`src/rtl/sgdma_pkg.sv`:
```
package sgdma_pkg;

  // control word field positions
  localparam int unsigned F_SG   = 1;
  localparam int unsigned F_WLO  = 2;
  localparam int unsigned F_SFIX = 4;
  localparam int unsigned F_DFIX = 5;
  localparam int unsigned F_CNT  = 16;
  localparam int unsigned CNT_W  = 32 - F_CNT;

  typedef enum logic [2:0] {
    ST_IDLE, ST_FETCH, ST_CHECK, ST_WAIT, ST_RD, ST_WR, ST_GAP
  } st_e;

  function automatic logic [2:0] item_bytes(input logic [1:0] w);
    case (w)
      2'd0:    return 3'd1;
      2'd1:    return 3'd2;
      default: return 3'd4;
    endcase
  endfunction

  function automatic logic fits(input logic [1:0] lo, input logic [1:0] w);
    case (w)
      2'd0:    return 1'b1;
      2'd1:    return ~lo[0];
      2'd2:    return (lo == 2'd0);
      default: return 1'b0;
    endcase
  endfunction

  function automatic logic [31:0] lane_pick(input logic [31:0] word,
                                            input logic [1:0] lo,
                                            input logic [1:0] w);
    logic [31:0] sh;
    sh = word >> {lo, 3'b000};
    case (w)
      2'd0:    return {24'd0, sh[7:0]};
      2'd1:    return {16'd0, sh[15:0]};
      default: return sh;
    endcase
  endfunction

  function automatic logic [31:0] lane_spread(input logic [31:0] item,
                                              input logic [1:0] w);
    case (w)
      2'd0:    return {4{item[7:0]}};
      2'd1:    return {2{item[15:0]}};
      default: return item;
    endcase
  endfunction

endpackage

```
`src/rtl/sgdma_flag.sv`:
```
module sgdma_flag (
  input  logic clk,
  input  logic rst_n,
  input  logic chan_rst,
  input  logic set,
  input  logic clr,
  output logic flag
);
  always_ff @(posedge clk or negedge rst_n) begin
    if (!rst_n)         flag <= 1'b0;
    else if (chan_rst)  flag <= 1'b0;
    else if (set)       flag <= 1'b1;
    else if (clr)       flag <= 1'b0;
  end

  assert_set_wins_R10: assert property (@(posedge clk) disable iff (!rst_n)
    (set && !chan_rst) |=> flag);
  assert_w1c_R10: assert property (@(posedge clk) disable iff (!rst_n)
    (clr && !set && !chan_rst) |=> !flag);
  assert_flag_rst_R12: assert property (@(posedge clk) disable iff (!rst_n)
    chan_rst |=> !flag);
endmodule

```
`src/rtl/sgdma_addr_gen.sv`:
```
module sgdma_addr_gen
  import sgdma_pkg::*;
(
  input  logic        clk,
  input  logic        rst_n,
  input  logic        clr,
  input  logic        ld_src,
  input  logic        ld_dst,
  input  logic [31:0] ld_val,
  input  logic        step,
  input  logic [1:0]  width,
  input  logic        sfix,
  input  logic        dfix,
  output logic [31:0] src_addr,
  output logic [31:0] dst_addr
);
  logic [31:0] inc;
  assign inc = {29'd0, item_bytes(width)};

  always_ff @(posedge clk or negedge rst_n) begin
    if (!rst_n) begin
      src_addr <= '0;
      dst_addr <= '0;
    end else if (clr) begin
      src_addr <= '0;
      dst_addr <= '0;
    end else begin
      if (ld_src)             src_addr <= ld_val;
      else if (step && !sfix) src_addr <= src_addr + inc;
      if (ld_dst)             dst_addr <= ld_val;
      else if (step && !dfix) dst_addr <= dst_addr + inc;
    end
  end

  assert_src_fixed_R4: assert property (@(posedge clk) disable iff (!rst_n)
    (step && sfix && !clr && !ld_src) |=> $stable(src_addr));
  assert_dst_fixed_R4: assert property (@(posedge clk) disable iff (!rst_n)
    (step && dfix && !clr && !ld_dst) |=> $stable(dst_addr));
  assert_src_step_R3: assert property (@(posedge clk) disable iff (!rst_n)
    (step && !sfix && !clr && !ld_src) |=>
      (src_addr == $past(src_addr) + {29'd0, item_bytes($past(width))}));
endmodule

```
`src/rtl/sgdma_fsm.sv`:
```
module sgdma_fsm
  import sgdma_pkg::*;
#(
  parameter int unsigned BURST = 32
) (
  input  logic             clk,
  input  logic             rst_n,
  input  logic             chan_rst,
  input  logic [31:0]      tbl_base,
  input  logic [31:0]      head_ofs,
  input  logic             mem2mem,
  input  logic             sw_trig,
  input  logic             periph_req,
  output logic             periph_ack,
  output logic             mem_req,
  output logic             mem_we,
  output logic [31:0]      mem_addr,
  output logic [1:0]       mem_size,
  output logic [31:0]      mem_wdata,
  input  logic [31:0]      mem_rdata,
  input  logic             mem_err,
  input  logic [31:0]      src_addr,
  input  logic [31:0]      dst_addr,
  output logic             ld_src,
  output logic             ld_dst,
  output logic             step,
  output logic [1:0]       width,
  output logic             sfix,
  output logic             dfix,
  output logic             done_set,
  output logic             abort_set,
  output logic             busy,
  output logic [CNT_W-1:0] remain_cnt
);
  localparam int unsigned BW = (BURST > 1) ? $clog2(BURST) : 1;
  localparam logic [BW-1:0] BLAST = BW'(BURST - 1);

  st_e              st_q;
  logic [1:0]       widx_q;
  logic [31:0]      desc_q, nxt_q, data_q;
  logic [CNT_W-1:0] cnt_q;
  logic             sg_q;
  logic [BW-1:0]    burst_q;

  // named internal events
  logic bus_err, align_bad, item_done, last_item, more_desc, chain_done;

  always_comb begin
    mem_req   = 1'b0;
    mem_we    = 1'b0;
    mem_addr  = '0;
    mem_size  = 2'd2;
    mem_wdata = '0;
    case (st_q)
      ST_FETCH: begin
        mem_req  = 1'b1;
        mem_addr = desc_q + {28'd0, widx_q, 2'b00};
      end
      ST_RD: begin
        mem_req  = 1'b1;
        mem_addr = src_addr;
        mem_size = width;
      end
      ST_WR: begin
        mem_req   = 1'b1;
        mem_we    = 1'b1;
        mem_addr  = dst_addr;
        mem_size  = width;
        mem_wdata = lane_spread(data_q, width);
      end
      default: ;
    endcase
  end

  assign bus_err    = mem_req && mem_err;
  assign align_bad  = (st_q == ST_CHECK) &&
                      !(fits(src_addr[1:0], width) && fits(dst_addr[1:0], width));
  assign item_done  = (st_q == ST_WR) && !mem_err;
  assign last_item  = item_done && (cnt_q == '0);
  assign more_desc  = sg_q && (nxt_q != '0);
  assign chain_done = last_item && !more_desc;

  assign ld_src     = (st_q == ST_FETCH) && (widx_q == 2'd1) && !mem_err;
  assign ld_dst     = (st_q == ST_FETCH) && (widx_q == 2'd2) && !mem_err;
  assign step       = item_done;
  assign periph_ack = (st_q == ST_WR) && !mem2mem;
  assign done_set   = chain_done && !chan_rst;
  assign abort_set  = (bus_err || align_bad) && !chan_rst;
  assign busy       = (st_q != ST_IDLE);
  assign remain_cnt = cnt_q;

  always_ff @(posedge clk or negedge rst_n) begin
    if (!rst_n) begin
      st_q    <= ST_IDLE;
      widx_q  <= '0;
      desc_q  <= '0;
      nxt_q   <= '0;
      data_q  <= '0;
      cnt_q   <= '0;
      sg_q    <= 1'b0;
      width   <= '0;
      sfix    <= 1'b0;
      dfix    <= 1'b0;
      burst_q <= '0;
    end else if (chan_rst) begin
      st_q    <= ST_IDLE;
      widx_q  <= '0;
      nxt_q   <= '0;
      cnt_q   <= '0;
      sg_q    <= 1'b0;
      width   <= '0;
      sfix    <= 1'b0;
      dfix    <= 1'b0;
      burst_q <= '0;
    end else begin
      case (st_q)
        ST_IDLE: if (sw_trig) begin
          desc_q <= tbl_base + head_ofs;
          widx_q <= '0;
          st_q   <= ST_FETCH;
        end
        ST_FETCH: begin
          if (mem_err) st_q <= ST_IDLE;
          else begin
            widx_q <= widx_q + 2'd1;
            if (widx_q == 2'd0) begin
              cnt_q <= mem_rdata[31:F_CNT];
              sg_q  <= mem_rdata[F_SG];
              width <= mem_rdata[F_WLO+1:F_WLO];
              sfix  <= mem_rdata[F_SFIX];
              dfix  <= mem_rdata[F_DFIX];
            end
            if (widx_q == 2'd3) begin
              nxt_q <= mem_rdata;
              st_q  <= ST_CHECK;
            end
          end
        end
        ST_CHECK: begin
          burst_q <= '0;
          if (align_bad)    st_q <= ST_IDLE;
          else if (mem2mem) st_q <= ST_RD;
          else              st_q <= ST_WAIT;
        end
        ST_WAIT: if (periph_req) st_q <= ST_RD;
        ST_RD: begin
          if (mem_err) st_q <= ST_IDLE;
          else begin
            data_q <= lane_pick(mem_rdata, src_addr[1:0], width);
            st_q   <= ST_WR;
          end
        end
        ST_WR: begin
          if (mem_err) st_q <= ST_IDLE;
          else if (cnt_q == '0) begin
            if (more_desc) begin
              desc_q <= tbl_base + nxt_q;
              widx_q <= '0;
              st_q   <= ST_FETCH;
            end else st_q <= ST_IDLE;
          end else begin
            cnt_q <= cnt_q - CNT_W'(1);
            if (!mem2mem) st_q <= ST_WAIT;
            else if (burst_q == BLAST) begin
              burst_q <= '0;
              st_q    <= ST_GAP;
            end else begin
              burst_q <= burst_q + BW'(1);
              st_q    <= ST_RD;
            end
          end
        end
        ST_GAP: st_q <= ST_RD;
        default: st_q <= ST_IDLE;
      endcase
    end
  end

  assert_halt_on_err_R11: assert property (@(posedge clk) disable iff (!rst_n)
    bus_err |=> !mem_req);
  assert_count_down_R2: assert property (@(posedge clk) disable iff (!rst_n)
    (item_done && (cnt_q != '0) && !chan_rst) |=> (cnt_q == $past(cnt_q) - CNT_W'(1)));
  assert_link_fetch_R7: assert property (@(posedge clk) disable iff (!rst_n)
    (last_item && more_desc && !chan_rst) |=> (mem_req && !mem_we && (widx_q == 2'd0)));
  assert_wait_req_R9: assert property (@(posedge clk) disable iff (!rst_n)
    ((st_q == ST_WAIT) && !periph_req && !chan_rst) |=> !mem_req);
  assert_aligned_beat_R5: assert property (@(posedge clk) disable iff (!rst_n)
    (mem_req && (st_q == ST_RD)) |-> fits(mem_addr[1:0], mem_size));
  assert_chan_rst_R12: assert property (@(posedge clk) disable iff (!rst_n)
    chan_rst |=> (!busy && (remain_cnt == '0)));
  assert_busy_trig_R13: assert property (@(posedge clk) disable iff (!rst_n)
    (busy && sw_trig && !chan_rst) |=> $stable(desc_q) || (st_q == ST_FETCH && widx_q == 2'd0));
endmodule

```
`src/rtl/sgdma_channel.sv`:
```
module sgdma_channel
  import sgdma_pkg::*;
#(
  parameter int unsigned BURST = 32
) (
  input  logic        clk,
  input  logic        rst_n,
  input  logic        chan_rst,
  input  logic [31:0] tbl_base,
  input  logic [31:0] head_ofs,
  input  logic        mem2mem,
  input  logic        sw_trig,
  input  logic        periph_req,
  output logic        periph_ack,
  output logic        mem_req,
  output logic        mem_we,
  output logic [31:0] mem_addr,
  output logic [1:0]  mem_size,
  output logic [31:0] mem_wdata,
  input  logic [31:0] mem_rdata,
  input  logic        mem_err,
  input  logic        done_clr,
  input  logic        abort_clr,
  output logic        done_flag,
  output logic        abort_flag,
  output logic        busy,
  output logic [15:0] remain_cnt
);
  logic [31:0] src_addr, dst_addr;
  logic        ld_src, ld_dst, step, sfix, dfix, done_set, abort_set;
  logic [1:0]  width;

  sgdma_fsm #(.BURST(BURST)) u_fsm (
    .clk(clk), .rst_n(rst_n), .chan_rst(chan_rst),
    .tbl_base(tbl_base), .head_ofs(head_ofs), .mem2mem(mem2mem),
    .sw_trig(sw_trig), .periph_req(periph_req), .periph_ack(periph_ack),
    .mem_req(mem_req), .mem_we(mem_we), .mem_addr(mem_addr),
    .mem_size(mem_size), .mem_wdata(mem_wdata), .mem_rdata(mem_rdata),
    .mem_err(mem_err), .src_addr(src_addr), .dst_addr(dst_addr),
    .ld_src(ld_src), .ld_dst(ld_dst), .step(step), .width(width),
    .sfix(sfix), .dfix(dfix), .done_set(done_set), .abort_set(abort_set),
    .busy(busy), .remain_cnt(remain_cnt)
  );

  sgdma_addr_gen u_addr (
    .clk(clk), .rst_n(rst_n), .clr(chan_rst),
    .ld_src(ld_src), .ld_dst(ld_dst), .ld_val(mem_rdata),
    .step(step), .width(width), .sfix(sfix), .dfix(dfix),
    .src_addr(src_addr), .dst_addr(dst_addr)
  );

  sgdma_flag u_done (
    .clk(clk), .rst_n(rst_n), .chan_rst(chan_rst),
    .set(done_set), .clr(done_clr), .flag(done_flag)
  );

  sgdma_flag u_abort (
    .clk(clk), .rst_n(rst_n), .chan_rst(chan_rst),
    .set(abort_set), .clr(abort_clr), .flag(abort_flag)
  );
endmodule

```
`config.mk`:
```
export PLATFORM = sky130hd
export DESIGN_NAME = sgdma_channel
export DESIGN_NICKNAME = d
export VERILOG_FILES = /design/src/rtl/sgdma_pkg.sv /design/src/rtl/sgdma_flag.sv /design/src/rtl/sgdma_addr_gen.sv /design/src/rtl/sgdma_fsm.sv /design/src/rtl/sgdma_channel.sv
export SDC_FILE = /design/constraint.sdc
export NUM_CORES = 1
export LEC_CHECK = 0
export BUFFER_PORTS_ARGS = -buffer_cell sky130_fd_sc_hd__clkbuf_2
export CELL_PAD_IN_SITES_DETAIL_PLACEMENT = 1
export CELL_PAD_IN_SITES_GLOBAL_PLACEMENT = 1
export CORE_ASPECT_RATIO = 1.1
export CORE_MARGIN = 3
export CORE_UTILIZATION = 39
export DETAILED_ROUTE_END_ITERATION = 8
export GPL_ROUTABILITY_DRIVEN = 0
export PLACE_DENSITY_LB_ADDON = 0.2
export SLEW_MARGIN = 25
export SYNTH_ARGS = -nofsm -noshare
export SYNTH_HDL_FRONTEND = slang
export SYNTH_SLANG_ARGS = --single-unit
```
`constraint.sdc`:
```
create_clock -name clk -period 3.35 [get_ports clk]
set_input_delay 0.1675 -clock clk [delete_from_list [all_inputs] [get_ports clk]]
set_output_delay 0.1675 -clock clk [all_outputs]
set_load 0.05 [all_outputs]
```
### Yosys cells after proc, flatten, opt, wreduce, memory -nomap -nowiden

Index checks and enable logic that the tools add are counted.

* add/subtract/negate cells: 8
* equal/unequal tests: 27
* shifts and indexed selects: 1
* muxes and demuxes: 80
* bitwise logic cells: 4
* reduce and logical (&&, ||, !) cells: 53

Operators with widths (count)
* 2-to-1 mux 32 bit: 15
* case mux 32 bit (2 select lines): 3
* case mux 32 bit (3 select lines): 1
* 2-to-1 mux 16 bit: 5
* adder 32 x 3 -> 32 bit: 2
* adder 32 bit: 2
* 2-to-1 mux 3 bit: 11
* adder 32 x 4 -> 32 bit: 1
* case mux 16 bit (2 select lines): 1
* nonzero test 32 bit: 1
* >> shifter 32 x 5 -> 32 bit: 1
* 2-to-1 mux 5 bit: 5
* 2-to-1 mux 2 bit: 12
* != test 3 bit, second input constant: 8
* 2-to-1 mux 1 bit: 21
* case mux 3 bit (7 select lines): 1
* nonzero test 3 bit: 7
* logical AND 1 bit: 16
* logical NOT 16 bit: 1
* subtractor 16 x 1 -> 16 bit, second input constant: 1
* AND reduction 3 bit: 4
* AND reduction 6 bit: 2
* case mux 5 bit (2 select lines): 1
* equality test 3 bit, second input constant: 3
* other kinds (25): 48

* register bits: 193
* input port bits: 105
* output and inout port bits: 88
* word-level logic and storage cells: 188

### Depth between registers and ports, before layout

* word-level depth: 9
* depth in mapped cells: 17
* gate-level depth less buffers: 14

### Modules after synthesis

From an unflattened synthesis, not the netlist that was laid out.

* cells, all modules: 1813
* area total of the unflattened synthesis: 14114.8 um2

Modules (own cells, without submodules)
* sgdma_fsm: instances 1, cells each 1333, area each 9957.0 um2, sequential area each 3178.0 um2
* sgdma_addr_gen: instances 1, cells each 472, area each 4070.2 um2, sequential area each 1601.5 um2
* sgdma_flag: instances 2, cells each 4, area each 43.8 um2, sequential area each 25.0 um2

### Worst setup path before layout

Ideal clock, no wire load.

* path type: flip-flop to flip-flop
* from: register u_fsm.st_q[1]
* to: register u_fsm.desc_q[29]
* library setup time: 131 ps
* data arrival time: 3560 ps
* required time: 3219 ps
* path slack: -342 ps
* stages on the path, launching flop included: 16
* buffers on the path: 3
* period minus slack after synthesis: 3692 ps
* cell sequence: dfrtp_1 nand3b_2 clkinv_1 clkbuf_1 buf_1 nand2_1 nand2_1 ha_1 clkbuf_1 a21o_1 a311oi_1 o21ai_0 a21o_1 a21oi_1 o31a_1 nand3_1

* longest elaborated chain between the ends: 3

Ends and longest elaborated chain
* from (decl): RTL line sgdma_fsm.sv:38 `st_e st_q;`
* from (signal assigned): RTL line sgdma_fsm.sv:94 `st_q <= ST_IDLE;`
* from (signal assigned): RTL line sgdma_fsm.sv:106 `st_q <= ST_IDLE;`
* from (signal assigned): RTL line sgdma_fsm.sv:120 `st_q <= ST_FETCH;`
* equality test 3 bit or logical NOT 3 bit (tied branches): RTL line sgdma_fsm.sv:116 `case (st_q)`
* != test 2 x 1 -> 1 bit (no source line), or another cell as far along
* AND reduction 6 bit (no source line)
* to (signal assigned): RTL line sgdma_fsm.sv:118 `desc_q <= tbl_base + head_ofs;`
* to (signal assigned): RTL line sgdma_fsm.sv:157 `desc_q <= tbl_base + nxt_q;`
* to (decl): RTL line sgdma_fsm.sv:40 `logic [31:0] desc_q, nxt_q, data_q;`

Parallel ways exist; a longest one is shown, timed or not.
A chain may end at the register's enable or synchronous reset.

### Final worst setup path

* from: register u_fsm.widx_q[0]
* to: output port mem_addr[28]

* longest elaborated chain between the ends: 2

Ends and longest elaborated chain
* from (decl): RTL line sgdma_fsm.sv:39 `logic [1:0] widx_q;`
* from (signal assigned): RTL line sgdma_fsm.sv:125 `widx_q <= widx_q + 2'd1;`
* adder 32 x 4 -> 32 bit: RTL line sgdma_fsm.sv:57 `mem_addr = desc_q + {28'd0, widx_q, 2'b00};`
* case mux 32 bit (3 select lines): RTL line sgdma_fsm.sv:54 `case (st_q)`
* to (decl): RTL line sgdma_channel.sv:17 `output logic [31:0] mem_addr,`

Every way passes these cells.

==> results by group <==
Clock tree
  • Root Buffer: clkbuf_16
  • TritonCTS clock tree: yes
  • CTS clk-pin slew, worst paths: ~70 ps
  • CTS Buf Count: 17
  • H-tree levels: 4
  • Clk_lat worst skew: between 400 and 500 ps
  • CTS sink count: 193
  • Clock Tree Buf Depth: 2

STA
  • Max Fclk: 309 MHz
  • Period utilization: 96.5%
  • Max Transition Viols Final: 0
  • Final setup vio count: 0
  • Slew headroom: a little over two fifths
  • Final min period: between 3000 and 4000 ps
  • Final Worst Setup Slack: 119 ps
  • Clock skew: 11.6 ps
  • Slew @ Worst Pin: 868 ps
  • Final hold violations: 0

Worst setup path
  • Crit end category: output port
  • Critical R2R Launch: u_fsm.st_q[1]$_DFFE_PN0P_
  • Worst R2R End: u_fsm.desc_q[27]$_DFFE_PN0P_
  • CP required: approximately 3200 ps
  • R2r setup slk: 130 ps
  • Sequence of cells on the critical path: ha_4 -> inv_1 -> fa_2 -> nand3b_1 -> nor3_2 -> buf_4 -> buf_4 -> buf_4 -> nand4_1 -> xor2_1 -> o21ai_1 -> clkbuf_2
  • Worst Path Max Fanout: 6
  • Crit path DAT: about 3000 ps
  • Critical path class: reg2out
  • R2R cell count: 13
  • CP startpoint kind: flop
  • Worst path most repeated cell: buf_4
  • CP max-delay cell: dfrtp_2
  • Biggest cell delay along the critical path: around 450 ps

Synth
  • Sequential area share after synthesis: 34.7%
  • #FFs+latches synth: roughly 190
  • Area leader, netlist: dfrtp_1
  • Post-synth EDFFs: 0
  • Netlist cell types: 77
  • Syn avg cell area: roughly 7.9 um^2
  • Synth area leaders: dfrtp_1 (35%), nand2_1 (9.0%), nor2_1 (4.8%)
  • Cells after Synth: 1761
  • Most common cell in the netlist: nand2_1
  • Syn_nets: 1916
  • Top post-synthesis cells by count: nand2_1 (332), dfrtp_1 (193), nor2_1 (178), a21oi_1 (125), o21ai_0 (121)
  • Mapped Area: between 0.01 and 0.015 mm^2
  • Synth top area share: between 30% and 40%
  • Post-synth ARST share: 100%
  • Synth Flop Type: dfrtp_1
  • Yosys warning count: 0

Floorplan
  • Initial Utilization: between 40% and 50%
  • IO Count: 193
  • Die ar.: around 0.038 mm^2
  • Die height: roughly 200 um
  • Num rows: just over 70
  • DIE WIDTH: between 150 and 200 um
  • Core Region: roughly 0.035 mm^2

Global route
  • First-pass GRT wire length: 83.1 mm
  • Largest net degree at the start of global routing: 94
  • Overall global routing resource usage: around 28%
  • Initial antenna violation count: 1
  • Grt ovf: 0
  • Vias in the first global route: roughly 14000

Routing
  • Routed length per instance: between 20 and 25 um
  • Via count: around 14000
  • Drt pass-1 iters: 5
  • Iter 0 DRT Violations: approximately 950
  • Final WL: 53.9 mm
  • Vias/cell: 5.91
  • Met1 wire length: between 20 and 25 mm
  • Post-DRT Antenna Nets: 0
  • WL met2: 25.5 mm
  • DR top layer: met5
  • Met3 wire length: around 2.5 mm
  • # DRC: 0

Power
  • Switching Fraction: between 30% and 40%
  • LEAKAGE: a little over 7 nW
  • Max VDD drop: ~0.38 mV
  • Net switching power: between 0.002 and 0.0025 W
  • Comb pwr share: 26.6%
  • Pwr dens: 406 mW/mm^2
  • Cell Int Power: 0.00432 W
  • Flop pwr share: about two fifths
  • Clock power frac: around a third

Layout
  • Nets: ~2100
  • Fill count: ~4300
  • Area grow syn2layout: 19.0%
  • Inserted Diodes: 0
  • Final Instance Count excl. Fillers: between 2000 and 2500
  • Post-Layout Inst Area: around 0.017 mm^2
  • Layout cells sized above 1: 17.7%

Worst hold path
  • Hold Path Sink: u_abort.flag$_DFFE_PN0P_
  • Worst hold path class: in2reg
  • Worst Hold Depth: 4
  • Hold Startpoint: abort_clr

Run
  • Maxcap violations: 0

Placed design
  • Port bufs: 192
  • Pre-CTS setup slack: -2.61 ps
  • DP Area: roughly 0.016 mm^2
  • Dpl hpwl: about 40 mm
  • Post-Place Cells: approximately 2300

Outcome
  • Status: finished, final reports clean
## state kept, by name (all words and copies together), names as in the netlist
signal and count:
u_fsm.dfix 1, u_addr.dst_addr 32, u_fsm.burst_q 5, u_fsm.desc_q 32, u_fsm.remain_cnt 16, u_fsm.widx_q 2, u_fsm.sfix 1, u_fsm.width 2
u_fsm.sg_q 1, u_abort.flag 1, u_fsm.st_q 3, u_done.flag 1, u_fsm.data_q 32, u_addr.src_addr 32, u_fsm.nxt_q 32
## kinds of logic after synthesis
kind of cell / synth area share (%)
compound gates: 21.2
simple gates: 25.4
flops: 34.7
xor+xnor: 6.30
fa+ha+maj: 4.75
buf+inv: 3.94
mux: 3.68
## layer usage
| layer | GRT usage [%] | vias to the layer above |
|---|---|---|
| li1 | - | 6602 |
| met1 | 37.5 | 7011 |
| met2 | 46.3 | 413 |
| met3 | 3.83 | 106 |
| met4 | 11.3 | 2 |
| met5 | 0 | - |
## cells in the final DEF (no fill, tap or decap), types with 29 or more instances in the layout
master | Yosys | final
nand2_1 | 332 | 329
o21ai_0 | 121 | 112
and3_1 | 29 | 29
nand3_1 | 38 | 38
dfrtp_1 | 193 | 190
nor3_1 | 38 | 37
mux2i_1 | 41 | 41
xnor2_1 | 43 | 42
inv_1 | 30 | 30
nor2_1 | 178 | 177
a21oi_1 | 125 | 124
ha_1 | 48 | 46
a211oi_1 | 72 | 72
xor2_1 | 57 | 57
buf_4 | 0 | 71
clkbuf_2 | 1 | 177
## through the flow
step | TNS, ps | hold slack [ps] | utilization (%) | total power (W)
after floorplan | 0 | -128 | - | 0.00374
after global placement | 0 | 323 | 45.4 | 0.00443
after detailed placement | -2.61 | 324 | 45.4 | 0.00448
after CTS | 0 | 33.7 | 47.4 | 0.00669
after global routing | -0.586 | 63.6 | 47.7 | 0.00700
final | 0 | 44.4 | 47.7 | 0.00671
## worst max-delay path, delay by kind of cell (launching register included)
kind,cells,cell delay (ps)
DFF,1,450
AOI/OAI and AO/OA,1,210
xor gates and xnor gates,1,160
adders and majority gates,2,560
buffers and inverters,5,780
and+or+nand+nor,3,460
## how the worst max path moves through the flow
stage / from / to / slack (ps) / cells past startpoint
after CTS: u_fsm.st_q[1]$_DFFE_PN0P_ / u_fsm.desc_q[26]$_DFFE_PN0P_ / 30 / 14
after floorplan: u_fsm.st_q[2]$_DFFE_PN0P_ / u_fsm.desc_q[26]$_DFFE_PN0P_ / 30 / 17
after detailed placement: u_fsm.st_q[2]$_DFFE_PN0P_ / u_fsm.desc_q[26]$_DFFE_PN0P_ / -3 / 14
after global placement: u_fsm.st_q[2]$_DFFE_PN0P_ / u_fsm.desc_q[26]$_DFFE_PN0P_ / 160 / 14
final: u_fsm.widx_q[0]$_DFFE_PN0P_ / mem_addr[28] / 120 / 12
after global routing: u_fsm.st_q[1]$_DFFE_PN0P_ / u_fsm.desc_q[27]$_DFFE_PN0P_ / -0.6 / 13
## power groups by stage
| stage | Combinational, W | Sequential (W) | Clock [W] |
|---|---|---|---|
| final | 0.00178 | 0.00270 | 0.00222 |
| after global routing | 0.00193 | 0.00273 | 0.00234 |
| after CTS | 0.00176 | 0.00269 | 0.00224 |
| after detailed placement | 0.00174 | 0.00274 | 0 |
| after global placement | 0.00170 | 0.00273 | 0 |
| after floorplan | 0.00100 | 0.00274 | 0 |
## layout make-up
| class | instances | area (um^2) | area share [%] |
|---|---|---|---|
| clock buffer | 23 | 498 | 3.01 |
| clock inverter | 9 | 118 | 0.711 |
| inverter | 32 | 133 | 0.802 |
| multi-input combinational | 1426 | 8620 | 52.1 |
| sequential | 193 | 4830 | 29.2 |
| tap | 438 | 548 | 3.31 |
| timing repair buffer | 269 | 1790 | 10.8 |
## timing repair
item,CTS,global route
setup endpoints to repair,12,17
resized for setup,10,22
pin swaps,2,6
setup buffers,3,8
hold endpoints to repair,92,0
hold buffers,2,0
Power figures use the tool's default switching activity.
